**src/rtl/cmd_regbuf_pkg.sv**
```systemverilog
package cmd_regbuf_pkg;

    localparam int ADDR_W = 13;
    localparam int BA_W   = 2;
    localparam int CS_W   = 4;
    localparam int CKE_W  = 1;

    // One command word as it travels through the buffer.
    typedef struct packed {
        logic [CKE_W-1:0]  cke;
        logic [CS_W-1:0]   cs_n;
        logic              we_n;
        logic              cas_n;
        logic              ras_n;
        logic [BA_W-1:0]   ba;
        logic [ADDR_W-1:0] addr;
    } cmd_word_t;

    localparam int CMD_W = $bits(cmd_word_t);

    typedef enum logic {
        PATH_FLOW = 1'b0,
        PATH_PIPE = 1'b1
    } path_sel_e;

    // Word loaded by reset: every device deselected, strobes idle.
    function automatic cmd_word_t idle_word();
        cmd_word_t w;
        w.cke   = '1;
        w.cs_n  = '1;
        w.we_n  = 1'b1;
        w.cas_n = 1'b1;
        w.ras_n = 1'b1;
        w.ba    = '0;
        w.addr  = '0;
        return w;
    endfunction

    // Only a clean 0 picks the flow-through path; anything else pipelines.
    function automatic path_sel_e decode_mode(input logic mode);
        path_sel_e s;
        if (mode == 1'b0) s = PATH_FLOW;
        else              s = PATH_PIPE;
        return s;
    endfunction

endpackage

```
**src/rtl/cmd_capture_stage.sv**
```systemverilog
module cmd_capture_stage
    import cmd_regbuf_pkg::*;
(
    input  logic      clk,
    input  logic      rst,
    input  cmd_word_t word_i,
    output cmd_word_t word_q
);

    always_ff @(posedge clk) begin
        if (rst) word_q <= idle_word();
        else     word_q <= word_i;
    end

endmodule

```
**src/rtl/cmd_path_select.sv**
```systemverilog
module cmd_path_select
    import cmd_regbuf_pkg::*;
(
    input  logic      mode_i,
    input  cmd_word_t live_i,
    input  cmd_word_t held_i,
    output cmd_word_t word_o
);

    path_sel_e sel;

    always_comb begin
        sel = decode_mode(mode_i);
        if (sel == PATH_FLOW) word_o = live_i;
        else                  word_o = held_i;
    end

endmodule

```
**src/rtl/cmd_copy_fanout.sv**
```systemverilog
module cmd_copy_fanout
    import cmd_regbuf_pkg::*;
#(
    parameter int COPIES = 2
) (
    input  cmd_word_t                  word_i,
    output logic [COPIES*ADDR_W-1:0]   addr_o,
    output logic [COPIES*BA_W-1:0]     ba_o,
    output logic [COPIES-1:0]          ras_n_o,
    output logic [COPIES-1:0]          cas_n_o,
    output logic [COPIES-1:0]          we_n_o,
    output logic [CS_W-1:0]            cs_n_o,
    output logic [CKE_W-1:0]           cke_o
);

    for (genvar k = 0; k < COPIES; k++) begin : g_copy
        assign addr_o[k*ADDR_W +: ADDR_W] = word_i.addr;
        assign ba_o[k*BA_W +: BA_W]       = word_i.ba;
        assign ras_n_o[k]                 = word_i.ras_n;
        assign cas_n_o[k]                 = word_i.cas_n;
        assign we_n_o[k]                  = word_i.we_n;
    end

    assign cs_n_o = word_i.cs_n;
    assign cke_o  = word_i.cke;

endmodule

```
**src/rtl/cmd_regbuf.sv**
```systemverilog
module cmd_regbuf
    import cmd_regbuf_pkg::*;
#(
    parameter int COPIES = 2
) (
    input  logic                        clk,
    input  logic                        rst,
    input  logic                        reg_mode_i,
    input  logic [ADDR_W-1:0]           addr_i,
    input  logic [BA_W-1:0]             ba_i,
    input  logic                        ras_n_i,
    input  logic                        cas_n_i,
    input  logic                        we_n_i,
    input  logic [CS_W-1:0]             cs_n_i,
    input  logic [CKE_W-1:0]            cke_i,
    output logic [COPIES*ADDR_W-1:0]    addr_o,
    output logic [COPIES*BA_W-1:0]      ba_o,
    output logic [COPIES-1:0]           ras_n_o,
    output logic [COPIES-1:0]           cas_n_o,
    output logic [COPIES-1:0]           we_n_o,
    output logic [CS_W-1:0]             cs_n_o,
    output logic [CKE_W-1:0]            cke_o
);

    cmd_word_t live_w;
    cmd_word_t held_w;
    cmd_word_t sel_w;

    always_comb begin
        live_w.cke   = cke_i;
        live_w.cs_n  = cs_n_i;
        live_w.we_n  = we_n_i;
        live_w.cas_n = cas_n_i;
        live_w.ras_n = ras_n_i;
        live_w.ba    = ba_i;
        live_w.addr  = addr_i;
    end

    cmd_capture_stage u_capture (
        .clk    (clk),
        .rst    (rst),
        .word_i (live_w),
        .word_q (held_w)
    );

    cmd_path_select u_select (
        .mode_i (reg_mode_i),
        .live_i (live_w),
        .held_i (held_w),
        .word_o (sel_w)
    );

    cmd_copy_fanout #(.COPIES(COPIES)) u_fanout (
        .word_i  (sel_w),
        .addr_o  (addr_o),
        .ba_o    (ba_o),
        .ras_n_o (ras_n_o),
        .cas_n_o (cas_n_o),
        .we_n_o  (we_n_o),
        .cs_n_o  (cs_n_o),
        .cke_o   (cke_o)
    );

endmodule

```
**config.mk**
```make
export PLATFORM = sky130hd
export DESIGN_NAME = cmd_regbuf
export DESIGN_NICKNAME = d
export VERILOG_FILES = /design/src/rtl/cmd_regbuf_pkg.sv /design/src/rtl/cmd_capture_stage.sv /design/src/rtl/cmd_path_select.sv /design/src/rtl/cmd_copy_fanout.sv /design/src/rtl/cmd_regbuf.sv
export SDC_FILE = /design/constraint.sdc
export NUM_CORES = 1
export LEC_CHECK = 0
export BUFFER_PORTS_ARGS = -buffer_cell sky130_fd_sc_hd__buf_2
export CAP_MARGIN = 20
export CORE_UTILIZATION = 40
export CTS_BUF_LIST = sky130_fd_sc_hd__clkbuf_4
export CTS_CLUSTER_SIZE = 14
export DETAILED_ROUTE_END_ITERATION = 7
export HOLD_SLACK_MARGIN = 0.05
export PLACE_DENSITY = 0.82
export SETUP_SLACK_MARGIN = 0.3
export SLEW_MARGIN = 20
export SYNTH_ARGS = -nofsm -noshare
export SYNTH_HDL_FRONTEND = slang
export SYNTH_SLANG_ARGS = --single-unit
```
**constraint.sdc**
```tcl
create_clock -name clk -period 1.25 [get_ports clk]
set_input_delay 0.25 -clock clk [delete_from_list [all_inputs] [get_ports clk]]
set_output_delay 0.25 -clock clk [all_outputs]
set_load 0.01 [all_outputs]
```
==> results of run 1 <==
[layout by cell type (no fill, tap or decap)]
master    instances
or2_2             8
clkinv_2          1
buf_4             1
buf_12            2
buf_2            26
nor2b_1           6
buf_6            39
mux2_4           23
dfxtp_1          19
and2b_2           9
dfxtp_2           4
clkbuf_4          3
[layout make-up]
class                      count  area, µm²  share of cell area [%]
tap                           30       37.5                    2.26
multi-input combinational     46        512                    30.8
sequential                    23        465                    28.1
clock buffer                   3       22.5                    1.36
timing repair buffer          68        617                    37.2
clock inverter                 1       5.00                   0.302
[stage by stage]
stage / setup TNS, ns / hold slack (ns) / cells / setup slack [ns]
2_1_floorplan: 0 / 0.322 / 91 / 0.181
3_3_place_gp: -0.0210 / 0.445 / 167 / -0.00832
3_5_place_dp: -0.136 / 0.453 / 167 / -0.0273
4_1_cts: -0.882 / 0.127 / 171 / -0.0547
5_1_grt: -2.47 / 0.117 / 171 / -0.0895
6_report: -0.350 / 0.140 / 171 / -0.0389
[per-layer routing]
layer | track usage [%] | part of all wire, %
met5 | 0 | 0
met4 | 3.95 | 0.81
met3 | 3.45 | 5.4
met2 | 32.1 | 58
met1 | 16.1 | 35
[worst max path at each step]
stage / startpoint / endpoint / slack [ns]
after detailed placement: reg_mode_i / cs_n_o[1] / -0.03
after global placement: reg_mode_i / cs_n_o[3] / -0.008
final: u_capture.word_q[6] / addr_o[19] / -0.04
after floorplan: reg_mode_i / addr_o[13] / 0.18
after CTS: u_capture.word_q[6] / addr_o[6] / -0.05
after global routing: u_capture.word_q[6] / addr_o[19] / -0.09
[cell families (layout without fill, tap and decap cells)]
logic type	count (synthesis)	count (layout)	share of synthesized area, %
buffers and inverters	22	72	15.7
multiplexers	23	23	24.6
AND/OR/NAND/NOR	23	23	15.8
flip-flops	23	23	43.8
[power groups by stage]
stage          clock network [mW]  logic, mW  registers, mW
2_1_floorplan                   0      0.326          0.796
3_3_place_gp                    0      0.373          0.797
3_5_place_dp                    0      0.385          0.800
4_1_cts                     0.343      0.514          0.784
5_1_grt                     0.387      0.563          0.789
6_report                    0.324      0.525          0.785
[repair_timing]
action                     4_1_cts  5_1_grt
gates resized for setup         40        7
hold buffers                     0        0
gates cloned                     0        0
setup endpoints to repair       41       41
==> impl_metrics.py, run 1 <==
metrics = {
    "cells_and_area": {
        "drive_gt1_share_pct": 82.3,
        "fill_cells": 195,
        "syn_to_final_growth_pct": 57.9,
        "diodes": 0,
        "top_register": "u_capture.word_q",
        "largestRegisters": "u_capture.word_q (23)",
        "final_nets": 168,
        "largest_reg_flops": 23,
        "final_area_mm2": 0.00166,
        "final_util_pct": 67.0,
    },
    "worst_setup_path": {
        "critical-path-max-stage-delay_ns": 0.34,
        "crit_arrival_ns": 1.04,
        "crit_buf_inv": 1,
        "end_kind": "output port",
        "startpoint_type": "register",
        "cp.depth": 2,
        "cpMaxStageDelayCell": "dfxtp_2",
        "path_cells": "mux2_4 -> buf_6",
        "cp_max_fo": 2,
        "required_ns": 1.00,
        "worstSetupPathType": "register to output port",
        "crit_family": "flip-flops",
    },
    "yosys": {
        "synth_area_per_cell_um2": 11.5,
        "synth_edf_count": 0,
        "ys_types": 8,
        "synth_common_cells": "dfxtp_1 (23), mux2_2 (23), buf_4 (18)",
        "ys_ff_latch": 23,
        "syn-cell-area_mm2": 0.00105,
        "yosysWarnings": 0,
        "synthTopCellsByArea": "dfxtp_1 (44%), mux2_2 (25%), buf_4 (13%)",
        "yosys.area.top_type": "dfxtp_1",
        "synth_top_area_share_pct": 43.8,
        "async_flop_share_pct": 0,
        "yosysSeqAreaShare_pct": 43.8,
        "synthFlopType": "dfxtp_1",
        "synthCells": 91,
        "synthesis.nets": 117,
    },
    "status": {
        "status": "complete, but fails checks",
        "violations": "setup timing",
    },
    "grt": {
        "track_usage_pct": 16.0,
        "grt_pass1_wl_mm": 3.19,
        "grt_pass1_vias": 739,
        "antenna_found_initial": 0,
        "grt-ovfl-total": 0,
        "grt_max_degree": 24,
    },
    "power_and_ir_drop": {
        "p_leak_nw": 0.840,
        "irDropWorstVdd_mv": 0.759,
        "switching_share_pct": 25.1,
        "seq_power_share_pct": 48.0,
        "power_switching_uw": 409,
        "total_power_mw": 1.63,
        "powerDensity_mw_per_mm2": 985,
        "p_int_mw": 1.22,
        "pwr-share-comb_pct": 32.1,
        "power.share.clock_pct": 19.8,
    },
    "timing": {
        "max_freq_mhz": 776,
        "rsz0062_at_grt": "yes",
        "setup_viol": 34,
        "report.final.slew_viol_count": 0,
        "fin_crit_ns": 1.29,
        "post-route-period-util_pct": 103,
        "tightest_slew_ns": 0.337,
        "fin_ws_ns": -0.0389,
        "max-slew-margin-rel_pct": 77.6,
        "hold_violations": 0,
    },
    "clock_network": {
        "cts_buffers": 3,
        "cts_sinks": 23,
        "cts_setup_buffers": 0,
        "clkTransAtPathRegs_ns": 0.12,
        "cts_tree": "yes",
        "h-tree-depth": 1,
        "ctsLongestPathBuffers": 2,
        "cts_root_buffer": "clkbuf_4",
    },
    "hold_path": {
        "holdPathStages": 2,
        "min_from": "cs_n_i[2]",
        "whs_endpoint": "u_capture.word_q[20]",
        "hold_path_class": "primary input to register",
    },
    "route": {
        "first_iter_violations": 1,
        "vias": 759,
        "drt-total-wl_mm": 2.22,
        "first_pass_iters": 2,
        "via_per_inst": 4.44,
        "detail_route.wl_per_cell_um": 13.0,
        "drcViolationCount": 0,
        "ant_nets": 0,
    },
    "floorplanning": {
        "num_rows": 18,
        "die_height_um": 53.3,
        "die_x_um": 53.3,
        "die_area_mm2": 0.00284,
        "io_pins": 67,
        "initial_core_util_pct": 42.4,
        "core_area_mm2": 0.00248,
    },
    "placement": {
        "place_congestion": 0.598,
        "dpl-instance-area_mm2": 0.00137,
        "io_buffer_count": 66,
    },
    "run": {
        "maxCapViolations": 0,
    },
}
(Power assumes the default switching activity.)
==> inputs of run 2 (changes only) <==
CTS_CLUSTER_DIAMETER = 120   (was not set)
SETUP_SLACK_MARGIN = not set   (was 0.3)
SLEW_MARGIN = not set   (was 20)
==> run 2 against run 1 <==
  * Flip-flop and latch count is the same
  * Core utilization rose by 1.2 points
  * Clock power grew 6.8%
  * First-iteration DRC count down 100%
  * Non-clock buffer count rose by 1
  * Via count increased by 4.0%
  * Global-route usage shrank 0.060 points
  * Sequential share of layout area down 0.28 points
  * Critical path depth is the same
  * Highest routed layer is now met3
  * Die area is the same
  * The run still ends with setup timing left
==> impl_metrics.py, run 2 (synthesis results as in run 1) <==
metrics = {
    "cells_and_area": {
        "fill_cells": 172,
        "diodes": 0,
        "largest_reg_flops": 23,
        "syn_to_final_growth_pct": 60.7,
        "top_register": "u_capture.word_q",
        "largestRegisters": "u_capture.word_q (23)",
        "drive_gt1_share_pct": 84.5,
        "final_util_pct": 68.2,
        "mostFrequentLayoutCells": "buf_6 (40), buf_2 (26), mux2_4 (21), dfxtp_1 (16), and2b_2 (9)",
        "final_nets": 169,
        "final_common_cell": "buf_6",
    },
    "status": {
        "status": "complete, but fails checks",
        "violations": "setup timing",
    },
    "route": {
        "first_iter_violations": 0,
        "first_pass_iters": 1,
        "detail_route.wl_per_cell_um": 13.6,
        "drt-total-wl_mm": 2.34,
        "drcViolationCount": 0,
        "vias": 789,
        "ant_nets": 0,
        "via_per_inst": 4.59,
    },
    "worst_setup_path": {
        "cp_max_fo": 2,
        "worstSetupPathType": "register to output port",
        "end_kind": "output port",
        "crit_arrival_ns": 1.03,
        "startpoint_type": "register",
        "required_ns": 1.00,
    },
    "power_and_ir_drop": {
        "power.share.clock_pct": 20.7,
        "powerDensity_mw_per_mm2": 988,
        "pwr-share-comb_pct": 32.2,
        "total_power_mw": 1.67,
        "irDropWorstVdd_mv": 0.774,
        "power_switching_uw": 410,
        "seq_power_share_pct": 47.1,
        "switching_share_pct": 24.6,
        "p_leak_nw": 0.846,
        "p_int_mw": 1.26,
    },
    "clock_network": {
        "cts_setup_buffers": 0,
        "clkTransAtPathRegs_ns": 0.12,
        "ctsLongestPathBuffers": 2,
        "cts_root_buffer": "clkbuf_4",
        "cts_buffers": 3,
        "postCtsHoldBufs": 0,
        "h-tree-depth": 1,
        "cts_sinks": 23,
        "cts_tree": "yes",
    },
    "timing": {
        "max_freq_mhz": 779,
        "fin_ws_ns": -0.0345,
        "rsz0062_at_grt": "yes",
        "tns_ns": -0.433,
        "setup_viol": 35,
        "hold_violations": 0,
        "fin_crit_ns": 1.28,
        "report.final.slew_viol_count": 0,
        "post-route-period-util_pct": 103,
        "max-slew-margin-rel_pct": 76.7,
        "tightest_slew_ns": 0.350,
    },
    "placement": {
        "io_buffer_count": 66,
        "dp_slack_ns": -0.0355,
        "place_congestion": 0.611,
    },
    "floorplanning": {
        "die_area_mm2": 0.00284,
        "initial_core_util_pct": 42.4,
        "io_pins": 67,
        "die_height_um": 53.3,
        "die_x_um": 53.3,
        "core_area_mm2": 0.00248,
        "num_rows": 18,
    },
    "run": {
        "maxCapViolations": 0,
    },
    "hold_path": {
        "hold_path_class": "primary input to register",
        "holdPathStages": 2,
        "whs_endpoint": "u_capture.word_q[22]",
        "min_from": "cke_i",
    },
    "grt": {
        "grt_use_met2_pct": 30.4,
        "antenna_found_initial": 0,
        "grt_max_degree": 24,
        "grt_busiest_layer": "met2",
        "met1_usage_pct": 17.3,
        "grt_pass1_vias": 762,
        "grt-ovfl-total": 0,
        "track_usage_pct": 15.9,
        "grt_pass1_wl_mm": 3.26,
        "use_met3_pct": 3.45,
    },
}
run 2: how the worst max path moves through the flow:
stage,from,cells after the start,slack [ns],end
3_5_place_dp,reg_mode_i,4,-0.04,addr_o[4]
6_report,u_capture.word_q[11],2,-0.03,addr_o[11]
4_1_cts,u_capture.word_q[20],2,-0.04,cs_n_o[2]
5_1_grt,u_capture.word_q[11],2,-0.07,addr_o[24]
3_3_place_gp,reg_mode_i,4,-0.01,addr_o[19]
2_1_floorplan,reg_mode_i,3,0.12,addr_o[13]
run 2: area by class of cell:
cell class | instances | area, µm² | share of cell area (%)
clock buffer | 4 | 30.0 | 1.78
timing repair buffer | 69 | 648 | 38.4
multi-input combinational | 46 | 504 | 29.9
tap | 30 | 37.5 | 2.22
sequential | 23 | 469 | 27.8
run 2: repair_timing:
item,4_1_cts,5_1_grt
cloned,1,0
resized for setup,45,25
endpoints found under the setup margin,41,41
run 2: critical path, stage by stage, from the launching register on:
cell	delay (ns)
dfxtp_2	0.34
mux2_4	0.27
buf_6	0.12
run 2: routing by layer:
metal  up-vias  share of wire [%]
met5         -                  0
met4         0                  0
met2        50                 53
met1       361                 37
met3         0                9.6
li1        378                  -
run 2: power groups by stage:
stage	registers (mW)	logic [mW]	clock network (mW)
after CTS	0.784	0.477	0.367
after global routing	0.790	0.572	0.397
final	0.787	0.537	0.346
after global placement	0.795	0.338	0
after floorplan	0.794	0.249	0
after detailed placement	0.799	0.346	0
run 2: through the flow:
step                instance area (µm²)  hold WS (ns)  instances
CTS                                1580         0.126        172
detailed placement                 1290         0.451        167
floorplan                          1050         0.322         91
global route                       1690         0.130        172
finish                             1690         0.142        172
global placement                   1290         0.448        167
